## config.mk

```make
export PLATFORM = sky130hd
export DESIGN_NAME = dac_seq_top
export DESIGN_NICKNAME = d
export VERILOG_FILES = /design/src/rtl/dac_seq_pkg.sv /design/src/rtl/dac_seq_align.sv /design/src/rtl/dac_seq_regs.sv /design/src/rtl/dac_seq_core.sv /design/src/rtl/dac_seq_top.sv
export SDC_FILE = /design/constraint.sdc
export NUM_CORES = 1
export LEC_CHECK = 0
export BUFFER_PORTS_ARGS = -buffer_cell sky130_fd_sc_hd__buf_4
export CAP_MARGIN = 10
export CORE_ASPECT_RATIO = 0.8
export CORE_MARGIN = 1
export CORE_UTILIZATION = 56
export CTS_CLUSTER_SIZE = 8
export DETAILED_ROUTE_END_ITERATION = 12
export GPL_ROUTABILITY_DRIVEN = 0
export PLACE_DENSITY_LB_ADDON = 0.08
export SYNTH_ARGS = -nofsm -noshare
export SYNTH_HDL_FRONTEND = slang
export SYNTH_SLANG_ARGS = --single-unit
```

## constraint.sdc

```tcl
create_clock -name clk -period 4.2 [get_ports clk]
set_input_delay 0.42 -clock clk [delete_from_list [all_inputs] [get_ports clk]]
set_output_delay 0.42 -clock clk [all_outputs]
set_load 0.005 [all_outputs]
```

## src/rtl/dac_seq_pkg.sv

```systemverilog
package dac_seq_pkg;

    localparam int HOLD_W = 16;
    localparam int SMP_W  = 12;
    localparam int BUS_W  = 32;
    localparam int BYTE_W = 8;

    // word indices (byte address >> 2)
    localparam int IDX_CTL  = 0;
    localparam int IDX_SWT  = 1;
    localparam int IDX_HOLD = 2;
    localparam int IDX_OUT  = 3;
    localparam int IDX_STAT = 4;
    localparam int IDX_TIME = 5;

    typedef enum logic [1:0] {
        WID_12 = 2'b00,
        WID_8  = 2'b01,
        WID_X2 = 2'b10,
        WID_X3 = 2'b11
    } width_e;

    typedef struct packed {
        logic   run_en;
        logic   fin_ie;
        logic   dma_en;
        logic   udr_ie;
        logic   trig_mode;
        logic   left;
        width_e width;
    } ctl_t;

    function automatic ctl_t word_to_ctl(input logic [BUS_W-1:0] d);
        ctl_t c;
        c.run_en    = d[0];
        c.fin_ie    = d[1];
        c.dma_en    = d[2];
        c.udr_ie    = d[3];
        c.trig_mode = d[4];
        c.left      = d[10];
        c.width     = width_e'(d[15:14]);
        return c;
    endfunction

    function automatic logic [BUS_W-1:0] ctl_to_word(input ctl_t c);
        logic [BUS_W-1:0] w;
        w        = '0;
        w[0]     = c.run_en;
        w[1]     = c.fin_ie;
        w[2]     = c.dma_en;
        w[3]     = c.udr_ie;
        w[4]     = c.trig_mode;
        w[10]    = c.left;
        w[15:14] = c.width;
        return w;
    endfunction

endpackage

```

## src/rtl/dac_seq_align.sv

```systemverilog
module dac_seq_align
    import dac_seq_pkg::*;
(
    input  logic [HOLD_W-1:0] hold,
    input  ctl_t              ctl,
    output logic [SMP_W-1:0]  sample
);
    localparam int PAD_W = SMP_W - BYTE_W;

    logic [BYTE_W-1:0] byte_sel;
    logic [SMP_W-1:0]  wide_sel;

    always_comb begin
        byte_sel = ctl.left ? hold[HOLD_W-1 -: BYTE_W] : hold[BYTE_W-1:0];
        wide_sel = ctl.left ? hold[HOLD_W-1 -: SMP_W]  : hold[SMP_W-1:0];
        if (ctl.width == WID_8)
            sample = {byte_sel, {PAD_W{1'b0}}};
        else
            sample = wide_sel;
    end
endmodule

```

## src/rtl/dac_seq_regs.sv

```systemverilog
module dac_seq_regs
    import dac_seq_pkg::*;
#(
    parameter int ADDR_W   = 8,
    parameter int SETTLE_W = 10
) (
    input  logic                clk,
    input  logic                rst,
    input  logic                psel,
    input  logic                penable,
    input  logic                pwrite,
    input  logic [ADDR_W-1:0]   paddr,
    input  logic [BUS_W-1:0]    pwdata,
    input  logic [SMP_W-1:0]    dout,
    input  logic                busy,
    input  logic                finish,
    input  logic                udr,
    output ctl_t                ctl,
    output logic [HOLD_W-1:0]   hold,
    output logic [SETTLE_W-1:0] settle,
    output logic                sw_pulse,
    output logic                data_wr,
    output logic                fin_clr,
    output logic                udr_clr,
    output logic [BUS_W-1:0]    prdata
);
    localparam int IDX_W = ADDR_W - 2;

    logic [IDX_W-1:0] idx;
    logic             wr;

    assign idx     = paddr[ADDR_W-1:2];
    assign wr      = psel && penable && pwrite;
    assign fin_clr = wr && (int'(idx) == IDX_STAT) && pwdata[0];
    assign udr_clr = wr && (int'(idx) == IDX_STAT) && pwdata[1];

    always_ff @(posedge clk) begin
        if (rst) begin
            ctl      <= '0;
            hold     <= '0;
            settle   <= '0;
            sw_pulse <= 1'b0;
            data_wr  <= 1'b0;
        end else begin
            sw_pulse <= wr && (int'(idx) == IDX_SWT) && pwdata[0];
            data_wr  <= wr && (int'(idx) == IDX_HOLD);
            if (wr && (int'(idx) == IDX_CTL))  ctl    <= word_to_ctl(pwdata);
            if (wr && (int'(idx) == IDX_HOLD)) hold   <= pwdata[HOLD_W-1:0];
            if (wr && (int'(idx) == IDX_TIME)) settle <= pwdata[SETTLE_W-1:0];
        end
    end

    always_comb begin
        prdata = '0;
        case (int'(idx))
            IDX_CTL:  prdata = ctl_to_word(ctl);
            IDX_HOLD: prdata = BUS_W'(hold);
            IDX_OUT:  prdata = BUS_W'(dout);
            IDX_STAT: prdata = BUS_W'({busy, 6'b0, udr, finish});
            IDX_TIME: prdata = BUS_W'(settle);
            default:  prdata = '0;
        endcase
    end
endmodule

```

## src/rtl/dac_seq_core.sv

```systemverilog
module dac_seq_core
    import dac_seq_pkg::*;
#(
    parameter int SETTLE_W = 10
) (
    input  logic                clk,
    input  logic                rst,
    input  ctl_t                ctl,
    input  logic [SETTLE_W-1:0] settle,
    input  logic [SMP_W-1:0]    sample,
    input  logic                sw_pulse,
    input  logic                data_wr,
    input  logic                trig_in,
    input  logic                fin_clr,
    input  logic                udr_clr,
    output logic [SMP_W-1:0]    dout,
    output logic                conv_start,
    output logic                busy,
    output logic                finish,
    output logic                udr,
    output logic                irq
);
    logic [SETTLE_W-1:0] count;
    logic                fresh;
    logic                trig_evt;
    logic                start;
    logic                stale;
    logic                done;

    assign trig_evt = ctl.trig_mode ? (trig_in || sw_pulse) : data_wr;
    assign start    = ctl.run_en && !busy && trig_evt;
    assign stale    = ctl.dma_en && !(fresh || data_wr);
    assign done     = busy && (count >= settle);

    always_ff @(posedge clk) begin
        if (rst) begin
            dout       <= '0;
            conv_start <= 1'b0;
            busy       <= 1'b0;
            count      <= '0;
            finish     <= 1'b0;
            udr        <= 1'b0;
            fresh      <= 1'b0;
        end else begin
            conv_start <= start;
            fresh      <= (fresh || data_wr) && !start;
            if (start) begin
                dout  <= sample;
                busy  <= 1'b1;
                count <= '0;
            end else if (done) begin
                busy  <= 1'b0;
            end else if (busy) begin
                count <= count + 1'b1;
            end
            if (start)        finish <= 1'b0;
            else if (done)    finish <= 1'b1;
            else if (fin_clr) finish <= 1'b0;
            if (start && stale) udr <= 1'b1;
            else if (udr_clr)   udr <= 1'b0;
        end
    end

    assign irq = (finish && ctl.fin_ie) || (udr && ctl.udr_ie);

    AST_START_SETS_BUSY: assert property (@(posedge clk) disable iff (rst)
        conv_start |-> busy);
    AST_DONE_RAISES_FINISH: assert property (@(posedge clk) disable iff (rst)
        $fell(busy) |-> finish);
    AST_BUSY_NOT_FINISHED: assert property (@(posedge clk) disable iff (rst)
        busy |-> !finish);
    AST_OUT_HELD: assert property (@(posedge clk) disable iff (rst)
        !conv_start |-> $stable(dout));
    AST_UDR_STICKY: assert property (@(posedge clk) disable iff (rst)
        ($past(udr) && !$past(udr_clr)) |-> udr);
    AST_IRQ_NEEDS_FLAG: assert property (@(posedge clk) disable iff (rst)
        irq |-> (finish || udr));
endmodule

```

## src/rtl/dac_seq_top.sv

```systemverilog
module dac_seq_top
    import dac_seq_pkg::*;
#(
    parameter int ADDR_W   = 8,
    parameter int SETTLE_W = 10
) (
    input  logic              clk,
    input  logic              rst,
    input  logic              psel,
    input  logic              penable,
    input  logic              pwrite,
    input  logic [ADDR_W-1:0] paddr,
    input  logic [31:0]       pwdata,
    output logic [31:0]       prdata,
    input  logic              trig_in,
    output logic [11:0]       conv_data,
    output logic              conv_start,
    output logic              irq
);
    ctl_t                ctl;
    logic [HOLD_W-1:0]   hold;
    logic [SETTLE_W-1:0] settle;
    logic [SMP_W-1:0]    sample;
    logic [SMP_W-1:0]    dout;
    logic                sw_pulse, data_wr, fin_clr, udr_clr;
    logic                busy, finish, udr;

    dac_seq_regs #(.ADDR_W(ADDR_W), .SETTLE_W(SETTLE_W)) u_regs (
        .clk(clk), .rst(rst), .psel(psel), .penable(penable), .pwrite(pwrite),
        .paddr(paddr), .pwdata(pwdata), .dout(dout), .busy(busy),
        .finish(finish), .udr(udr), .ctl(ctl), .hold(hold), .settle(settle),
        .sw_pulse(sw_pulse), .data_wr(data_wr), .fin_clr(fin_clr),
        .udr_clr(udr_clr), .prdata(prdata)
    );

    dac_seq_align u_align (
        .hold(hold), .ctl(ctl), .sample(sample)
    );

    dac_seq_core #(.SETTLE_W(SETTLE_W)) u_core (
        .clk(clk), .rst(rst), .ctl(ctl), .settle(settle), .sample(sample),
        .sw_pulse(sw_pulse), .data_wr(data_wr), .trig_in(trig_in),
        .fin_clr(fin_clr), .udr_clr(udr_clr), .dout(dout),
        .conv_start(conv_start), .busy(busy), .finish(finish), .udr(udr),
        .irq(irq)
    );

    assign conv_data = dout;
endmodule

```

Word level (Yosys, flattened, before mapping):

Cells that the tools add are included.

* bitwise operators: 1
* magnitude comparators: 1
* add/subtract/negate cells: 1
* mux-type cells: 11
* equality and inequality tests: 9
* reduce and logical (&&, ||, !) cells: 31

Operators by type and width (number)
* $pmux 16 s5: 1
* $mux 12: 2
* $eq 6x2->1 const B: 3
* $eq 6x3->1 const B: 3
* $logic_and 1x1->1: 18
* $eq 6x4->1 const B: 2
* $logic_not 6->1: 2
* $add 10x1->10 const B: 1
* $ge 10x10->1: 1
* $mux 8: 1
* $mux 1: 7
* $reduce_bool 2->1: 3
* $logic_not 1->1: 3
* $logic_or 1x1->1: 3
* $eq 2x1->1 const B: 1
* $reduce_and 2->1: 1
* $reduce_or 2->1: 1
* $not 1->1: 1

* register bits: 63
* input port bits: 46
* logic and storage cells: 72
* output and inout bits: 46

Depth between registers and ports, before layout:

* word-level depth: 6
* mapped depth: 8
* gate-level depth less buffers: 7

Cells and area by module:

A second synthesis with hierarchy kept.

* cells, all modules: 408
* area total of the unflattened synthesis: 3578.4 sq um

Modules (own cells, without submodules)
* dac_seq_regs: instances 1, cells an instance 214, seq. area each 720.7 sq um, area an instance 1808.0 sq um
* dac_seq_core: instances 1, cells an instance 157, seq. area each 540.5 sq um, area an instance 1420.1 sq um
* dac_seq_align: instances 1, cells an instance 37, seq. area each 0.0 sq um, area an instance 350.3 sq um

Worst setup path before layout:

No wires, ideal clock.

* path kind: in2out
* from: input port paddr[5]
* to: output port prdata[8]
* data required time: 3780 ps
* data arrival time: 1870 ps
* setup slack: 1910 ps
* stages on the path: 6
* path through: or4_1 > buf_2 > nor3b_4 > clkbuf_1 > a22oi_1 > nand2_1

* longest elaborated chain between the ends: 2
* elaborated cells between the ends (all ways): 6

Ends and longest elaborated chain
* start: declaration: line dac_seq_top.sv:12 `input logic [ADDR_W-1:0] paddr,`
* $eq 6x3->1 (tied with other cells): line dac_seq_regs.sv:55 `case (int'(idx))`
* $pmux 16 s5 (*): line dac_seq_regs.sv:55
* end: declaration: line dac_seq_top.sv:14 `output logic [31:0] prdata,`

Mark *: on every way between the ends. The rest lies on a longest branch, timed or not.

Final worst setup path:

* from: input port paddr[5]
* to: output port prdata[4]

The elaborated chain is that of the path after synthesis.

==> impl_results.md <==
- Post-CTS Setup Bufs: 0
- Crit-path max FO: 11
- # clock sinks: 63
- Status: completed
- Ys flop type: dfxtp_1
- Worst setup EP type: output port
- Max Slew Vio Count: 0
- Final setup fails: 0
- Clock H-tree levels: 3
- Max transition margin: 20.5%
- Critical R2R Capture: u_core.count[6]
- Post-synthesis adder-cell area fraction: 4.23%
- Worst reg-to-reg path cell count: 7
- Largest cells by area after synthesis: dfxtp_1, nand2_1, a21oi_1
- Vias in the first global route: 2798
- Port Buf Inserts: 57
- First-pass DRT Iterations: 6
- Cell Rows: 24
- Largest net degree at the start of global routing: 42
- Layout Cells excl Fill: 537
- Initial drt markers: 355
- Yosys warning count: 0
- Vias: 3182
- Post-synthesis cell count: 409
- Period utilization: 68.2%
- Area after DPL: 3630 µm²
- Worst Hold Launch: pwdata[12]
- Dpl cells: 521
- Wire per inst: 16.4 µm
- Slew @ Worst Pin: 1.19 ns
- Hold Path Depth: 3
- CTS buffer count: 9
- Synthesized area: 3260 µm²
- Sequential share of the synthesized area: 38.7%
- Worst R2R Start: u_regs.settle[7]
- # hold bufs at CTS: 0
- Most frequent cell after synthesis: nand2_1
- TNS Setup: 0 ns
- PwrDens: 306 nW/µm²
- Max Buffers Root-to-Sink: 2
- Area grow syn2layout: 17.4%
- Max-cap viol count: 0
- Mux cell area share after synthesis: 4.00%
- Post-synthesis simple-gate area fraction: 21.7%
- VDD IR max: 0.000228 V
- Dpl hpwl: 6120 µm
- Antenna violations before repair: 0
- Largest family of logic cells by synthesized area: compound AO/OA/AOI/OAI gates
- GRT Overall Usage: 30.3%
- Post-synth EDFFs: 0
- Clk_lat worst skew: 0.34 ns
- Layout cell share with drive strength beyond 1: 17.2%
- Hold crit path type: in2reg
- Die Ht: 70.2 µm
- Async S/R FF share, synth: 0%
- Area fraction in compound gates after synthesis: 22.1%
- WHS Endpoint: u_regs.hold[12]
- Minimum clock period: 2.87 ns
- Final WL: 8810 µm
- Core area: 5530 µm²
- Post-CTS resize count: 0
- Worst Path Class, Setup: in2out
- CP Launch Type: input pin
- CTS tree: yes
- Library cells used by synthesis: 42
- RSZ-0062 raised after global routing: no
- Starting Density: 58.9%
- Number of inserted diodes: 0
- Synthesized area per cell: 7.96 µm²
- Area leader, netlist: dfxtp_1
- DR vias/cell: 5.93
- Routed Antenna Nets: 0
- Fillers: 473
- CP required: 3.78 ns
- Die X: 87.2 µm
- Arrival time worst endpoint: 2.45 ns
- R2R Setup Slk: 1.79 ns
- Max Clock Skew: 0.00398 ns
- Leak pwr: 1.54 nW
- Xor/xnor share of the synthesized area: 0%
- Top cells by count, synth: nand2_1, dfxtp_1, a21oi_1, nand3_1, clkbuf_1
- Congestion Overflow GR: 0
- Post-route DRC violation count: 0
- Max Freq: 349 MHz
- IO Count: 92
- Final instance area: 3820 µm²
- Hold Violations, Final: 0
- First-pass GRT wire length: 13900 µm
- Total die area: 6120 µm²
- Worst Setup SP: paddr[5]
- Nets: 511
- Root buf cell: clkbuf_8
- Share of the synthesized area in the top cell type: 38.7%
- Worst-path clk slew: 0.07 ns
- Synth Register Bits: 63
## worst max path at each step
stage          slack, ns  depth (start not counted)         endpoint
5_1_grt             1.24                          6        prdata[8]
4_1_cts             1.39                          6        prdata[8]
3_5_place_dp        1.23                          6   u_regs.hold[3]
2_1_floorplan       1.91                          6        prdata[8]
3_3_place_gp        1.29                          6  u_regs.hold[10]
6_report            1.33                          6        prdata[4]
## kinds of logic (layout without fill, tap and decap cells)
family	after synthesis	in the layout
fa+ha+maj	11	11
mux	13	13
buf+inv	59	94
flops	63	63
compound gates	113	113
other cells	1	16
simple gates	149	149
## layout make-up
type	instances	area, µm²	share of cell area [%]
inverters	18	67.6	1.77
clock inverters	4	45.0	1.18
clock buffers	12	145	3.80
multi-input cells	302	1750	45.9
well taps	78	97.6	2.55
repair buffers	60	450	11.8
flip-flops and latches	63	1260	33.0
## routing by layer
layer	track usage (%)	wire (µm)	vias up
li1	-	-	1511
met1	44.0	3950	1474
met2	41.8	3710	178
met3	9.69	992	19
met4	10.7	150	0
met5	0	0	-
## report_power, final
part           switching [mW]  internal (mW)
clock                   0.234          0.288
sequential           0.000476          0.598
combinational          0.0311         0.0203
total                   0.265          0.906
## critical path, cell delays in order
cell and delay [ns]:
buf_4 0.11, or4_1 0.67, nor2_1 0.79, a22oi_1 0.20, nand2_1 0.14, buf_4 0.12
## sequential cells by signal, indices dropped and copies added, names as in the netlist
| register | flops |
|---|---|
| u_regs.hold | 16 |
| u_core.dout | 12 |
| u_core.count | 10 |
| u_regs.settle | 10 |
| u_regs.ctl | 8 |
| u_core.busy | 1 |
| u_core.conv_start | 1 |
| u_core.finish | 1 |
| u_core.fresh | 1 |
| u_core.udr | 1 |
| u_regs.data_wr | 1 |
| u_regs.sw_pulse | 1 |
## cell usage in the layout (no fill, tap or decap), types with 3 or more instances in the layout
cell type	count
a21oi_1	48
a222oi_1	6
a22o_1	12
a22oi_1	10
and2_1	3
and3_1	5
buf_4	60
clkbuf_8	10
clkinv_2	3
conb_1	16
dfxtp_1	63
ha_1	11
inv_1	18
mux2i_1	13
nand2_1	76
nand2b_1	6
nand3_1	25
nand4_1	3
nor2_1	13
o21a_1	4
o21ai_0	18
o31ai_1	5
or4_1	6
## per-stage QoR
step / util (%) / total power [mW] / worst slack [ns] / hold WS (ns)
finish: 69.2 / 1.17 / 1.33 / 0.320
global route: 69.2 / 1.21 / 1.24 / 0.325
CTS: 69.2 / 1.17 / 1.39 / 0.316
detailed placement: 65.7 / 0.662 / 1.23 / 0.458
global placement: 65.7 / 0.661 / 1.29 / 0.452
floorplan: - / 0.645 / 1.91 / 0.422
Note: power is estimated with default switching activity, not from simulation.
